`config.mk`:
```
export PLATFORM = sky130hd
export DESIGN_NAME = ifc_format_classifier
export DESIGN_NICKNAME = d
export VERILOG_FILES = /design/src/rtl/ifc_pkg.sv /design/src/rtl/ifc_byte_order.sv /design/src/rtl/ifc_classify.sv /design/src/rtl/ifc_format_classifier.sv
export SDC_FILE = /design/constraint.sdc
export NUM_CORES = 1
export LEC_CHECK = 0
export BUFFER_PORTS_ARGS = -buffer_cell sky130_fd_sc_hd__buf_2
export CAP_MARGIN = 20
export CORE_MARGIN = 3
export CORE_UTILIZATION = 30
export DETAILED_ROUTE_END_ITERATION = 12
export PLACE_DENSITY_LB_ADDON = 0.25
export SKIP_LAST_GASP = 1
export SYNTH_ARGS = -nofsm -noshare
export SYNTH_HDL_FRONTEND = slang
export SYNTH_HIERARCHICAL = 1
export SYNTH_SLANG_ARGS = --single-unit
```
`constraint.sdc`:
```
create_clock -name clk -period 6.62 [get_ports clk]
set_input_delay 1.324 -clock clk [delete_from_list [all_inputs] [get_ports clk]]
set_output_delay 1.324 -clock clk [all_outputs]
set_load 0.01 [all_outputs]
```
`src/rtl/ifc_pkg.sv`:
```
package ifc_pkg;
    localparam int BYTE_W  = 8;
    localparam int WORD_W  = 32;
    localparam int HALF_W  = WORD_W / 2;
    localparam int NBYTES  = WORD_W / BYTE_W;
    localparam int PAY_W   = WORD_W - 2;
    localparam int LEN_W   = 3;
    localparam int MARK_LO = HALF_W - 1;
    localparam int MARK_HI = WORD_W - 1;

    typedef enum logic [1:0] {
        FMT_SHORT = 2'd0,
        FMT_PAIR  = 2'd1,
        FMT_WIDE  = 2'd2
    } fmt_e;

    typedef struct packed {
        logic             valid;
        fmt_e             fmt;
        logic [LEN_W-1:0] len;
        logic [PAY_W-1:0] pay;
    } beat_t;

    typedef struct packed {
        logic              valid;
        logic [HALF_W-1:0] half;
    } hold_t;
endpackage

```
`src/rtl/ifc_byte_order.sv`:
```
module ifc_byte_order
    import ifc_pkg::*;
(
    input  logic              big_endian,
    input  logic [WORD_W-1:0] bytes_i,
    output logic [WORD_W-1:0] word_o,
    output logic [HALF_W-1:0] half_o
);
    logic [WORD_W-1:0] le_word;
    logic [WORD_W-1:0] be_word;

    for (genvar k = 0; k < NBYTES; k++) begin : g_lane
        assign le_word[k*BYTE_W +: BYTE_W] = bytes_i[k*BYTE_W +: BYTE_W];
        assign be_word[k*BYTE_W +: BYTE_W] = bytes_i[(NBYTES-1-k)*BYTE_W +: BYTE_W];
    end

    always_comb begin
        word_o = big_endian ? be_word : le_word;
        half_o = big_endian ? {bytes_i[0 +: BYTE_W], bytes_i[BYTE_W +: BYTE_W]}
                            : bytes_i[0 +: HALF_W];
    end
endmodule

```
`src/rtl/ifc_classify.sv`:
```
module ifc_classify
    import ifc_pkg::*;
(
    input  logic              half_only,
    input  logic [WORD_W-1:0] word_i,
    input  logic [HALF_W-1:0] half_i,
    output beat_t             first_o,
    output hold_t             second_o
);
    logic mark_hi;
    logic mark_lo;

    always_comb begin
        mark_hi = word_i[MARK_HI];
        mark_lo = word_i[MARK_LO];

        first_o.valid = 1'b1;
        first_o.fmt   = FMT_SHORT;
        first_o.len   = LEN_W'(2);
        first_o.pay   = {{(PAY_W-HALF_W){1'b0}}, half_i};
        second_o      = '0;

        if (!half_only && mark_lo) begin
            if (mark_hi) begin
                first_o.fmt = FMT_WIDE;
                first_o.len = LEN_W'(4);
                first_o.pay = {word_i[MARK_HI-1:HALF_W], word_i[MARK_LO-1:0]};
            end else begin
                first_o.fmt     = FMT_PAIR;
                first_o.len     = '0;
                first_o.pay     = {{(PAY_W-HALF_W){1'b0}}, word_i[WORD_W-1:HALF_W]};
                second_o.valid  = 1'b1;
                second_o.half   = word_i[HALF_W-1:0];
            end
        end
    end
endmodule

```
`src/rtl/ifc_format_classifier.sv`:
```
module ifc_format_classifier
    import ifc_pkg::*;
(
    input  logic              clk,
    input  logic              rst_n,
    input  logic              big_endian,
    input  logic              in_valid,
    output logic              in_ready,
    input  logic [WORD_W-1:0] in_bytes,
    input  logic              in_addr_b1,
    output logic              out_valid,
    input  logic              out_ready,
    output logic [1:0]        out_fmt,
    output logic [LEN_W-1:0]  out_len,
    output logic [PAY_W-1:0]  out_payload
);
    typedef struct packed {
        beat_t out;
        hold_t hold;
    } state_t;

    state_t            st_d, st_q;
    logic [WORD_W-1:0] word_w;
    logic [HALF_W-1:0] half_w;
    beat_t             first_w;
    hold_t             second_w;
    logic              out_free;
    logic              rdy_d;

    ifc_byte_order u_order (
        .big_endian (big_endian),
        .bytes_i    (in_bytes),
        .word_o     (word_w),
        .half_o     (half_w)
    );

    ifc_classify u_class (
        .half_only (in_addr_b1),
        .word_i    (word_w),
        .half_i    (half_w),
        .first_o   (first_w),
        .second_o  (second_w)
    );

    always_comb begin
        st_d     = st_q;
        out_free = !st_q.out.valid || out_ready;
        rdy_d    = out_free && !st_q.hold.valid;
        if (out_free) begin
            if (st_q.hold.valid) begin
                st_d.out.valid  = 1'b1;
                st_d.out.fmt    = FMT_PAIR;
                st_d.out.len    = LEN_W'(4);
                st_d.out.pay    = {{(PAY_W-HALF_W){1'b0}}, st_q.hold.half};
                st_d.hold.valid = 1'b0;
            end else if (in_valid) begin
                st_d.out       = first_w;
                st_d.out.valid = 1'b1;
                st_d.hold      = second_w;
            end else begin
                st_d.out.valid = 1'b0;
            end
        end
    end

    always_ff @(posedge clk) begin
        if (!rst_n) st_q <= '0;
        else        st_q <= st_d;
    end

    assign in_ready    = rdy_d;
    assign out_valid   = st_q.out.valid;
    assign out_fmt     = st_q.out.fmt;
    assign out_len     = st_q.out.len;
    assign out_payload = st_q.out.pay;


    stall_hold_chk: assert property (@(posedge clk) disable iff (!rst_n)
        out_valid && !out_ready |=> out_valid && $stable(out_fmt)
                                    && $stable(out_len) && $stable(out_payload));

    pend_block_chk: assert property (@(posedge clk) disable iff (!rst_n)
        st_q.hold.valid |-> !in_ready);

    pair_order_chk: assert property (@(posedge clk) disable iff (!rst_n)
        out_valid && out_ready && out_fmt == FMT_PAIR && out_len == 0
        |=> out_valid && out_fmt == FMT_PAIR && out_len == LEN_W'(4));

    short_pad_chk: assert property (@(posedge clk) disable iff (!rst_n)
        out_valid && out_fmt != FMT_WIDE |-> out_payload[PAY_W-1:HALF_W] == '0);

    short_len_chk: assert property (@(posedge clk) disable iff (!rst_n)
        out_valid && out_fmt == FMT_SHORT |-> out_len == LEN_W'(2));
endmodule

```
==> reports/results.tsv <==
metric	value	unit
Initial Util	30.9	%
Comb power frac	23.2	%
Final period util	54.3	%
Internal Power	0.657	mW
Worst VDD drop	0.000109	V
hold wc startpoint	out_payload[27]	
# DRC	0	
Port Buffer Count	74	
WL/cell	17.5	um
Final Util	33.4	%
sw power	0.229	mW
outcome	finished clean	
hold_buf cts	0	
DR vias/cell	4.95	
post-cts resize count	0	
Max-Cap Viols	0	
cell row count	41	
Reg2Reg Launch Point	st_q[16]	
PnR Total Power	0.886	mW
# setup viols final	0	
CTS Buf Count	5	
placed cell area	4030	um2
CTS root buffer	clkbuf_16	
Least-Margin Pin Slew	0.953	ns
clock network fraction of total power	38.1	%
crit path time final	3.60	ns
cell count after synthesis	409	
most frequent CP cell	buf_2	
antenna-violating nets left	0	
LEAKAGE	1.79	nW
Final Hold Violating Endpoints	0	
Syn-to-layout area delta	8.08	%
Sequential Power Share	38.7	%
slowest stage cell, crit path	buf_4	
syn nets	447	
n_diodes	0	
Design Area, Final	4230	um2
Post CTS Setup Buffer Count	0	
drt first pass iters	4	
Hold WC Path Type	reg2reg	
CTS tree	yes	
vias post-DR	2922	
Worst Path Buf+Inv	3	
number of global-route vias before repair	2878	
Yosys warning count	6	
die area	14500	um2
Sw Ratio	25.9	%
Layout Nets	455	
Critical Path Max Stage Delay	0.46	ns
CP Class	in2out	
Bufs on Longest Clock Path	2	
CP top delay family	buffers and inverters	
Setup TNS	0	ns
initial antenna violation count	0	
Critical Path RT	5.30	ns
DR iter-0 viols	172	
skew final	0.00520	ns
first-pass GRT wire length	16100	um
critical path fanouts, max	53	
Tot GR Track Use	14.0	%
Arrival @ worst endpoint	2.27	ns
Die W	120	um
# IOs	75	
Fmax achieved	0.278	GHz
crit path launch	out_ready	
Syn Area/Cell	9.58	um2
DP HPWL	7210	um
Clock Latency Late Sink	0.29	ns
P per Cell Area	209	nW/um2
share of cells above drive strength 1	41.9	%
Slew HR	36.2	%
clock transition at the registers of the reported paths	0.07	ns
Die Span Y	120	um
final slew viol count	0	
WL final	10300	um
core area	12700	um2
largest net degree at the start of global routing	54	
cells along the critical path	buf_2, nor2b_4, buf_4, nor2_1, buf_2	
CTS Sinks	53	
RSZ-0062 raised after global routing	false	
startpoint types	input port	
gr ovfl total	0	
GPL Wtd Cong	0.811	
Setup crit end kind	primary output	
synthesized area	3920	um2
H-tree depth	2	
[state kept, by name (all words and copies together), names as in the netlist]
register,cells
out_valid,1
st_q,17
out_payload,30
out_fmt,2
out_len,3
[cells in the final DEF (no fill, tap or decap), drive strengths merged]
cell type  count
and2          16
buf           80
nor3b          2
inv           18
nor2b          3
nor2           3
nand2          3
dfxtp         53
nand2b         2
conb           1
clkinv         1
and3          14
o221a         18
mux2          78
mux2i          1
o21ai         33
nand3         34
a2bb2oi       16
clkbuf         5
a21boi        34
o31a           1
bufinv         2
[stage by stage]
stage | setup WS [ns] | cells | hold slack, ns
finish | 3.02 | 590 | 0.473
global route | 2.87 | 590 | 0.489
CTS | 3.00 | 589 | 0.475
detailed placement | 2.85 | 581 | 0.465
global placement | 2.85 | 581 | 0.460
floorplan | 3.45 | 409 | 0.453
[routing by layer]
metal	track usage, %	vias to the layer above	part of all wire [%]
li1	-	1440	-
met1	20.9	1418	51
met2	21.2	60	44
met3	2.34	4	4.4
met4	3.40	0	0.87
met5	0	-	0
[worst reg2reg max path, stage by stage, from the launching register on]
cell and delay [ns]:
dfxtp_1 0.93, nand2b_1 0.58, buf_8 0.25, a2bb2oi_1 0.35
o221a_1 0.24
[power by group through the flow]
stage	Sequential, mW	Clock, mW	Combinational (mW)
2_1_floorplan	0.347	0	0.170
3_3_place_gp	0.351	0	0.203
3_5_place_dp	0.351	0	0.204
4_1_cts	0.344	0.346	0.205
5_1_grt	0.345	0.353	0.222
6_report	0.343	0.338	0.205
[layout make-up]
class | instances | area [um2]
Multi-Input combinational cell | 259 | 2280
Clock inverter | 3 | 65.1
Timing Repair Buffer | 80 | 423
Clock buffer | 5 | 125
Sequential cell | 53 | 1060
Fill cell | 1345 | 8440
Tap cell | 172 | 215
Inverter | 18 | 67.6
[final timing paths]
kind,to,slack (ns),depth (start not counted)
worst max-delay path,in_ready,3.02,5
worst min register to register,out_payload[27],0.47,2
worst max register to register,out_payload[9],4.23,4
worst min-delay path,out_payload[27],0.47,2
Note: power is estimated with default switching activity, not from simulation.
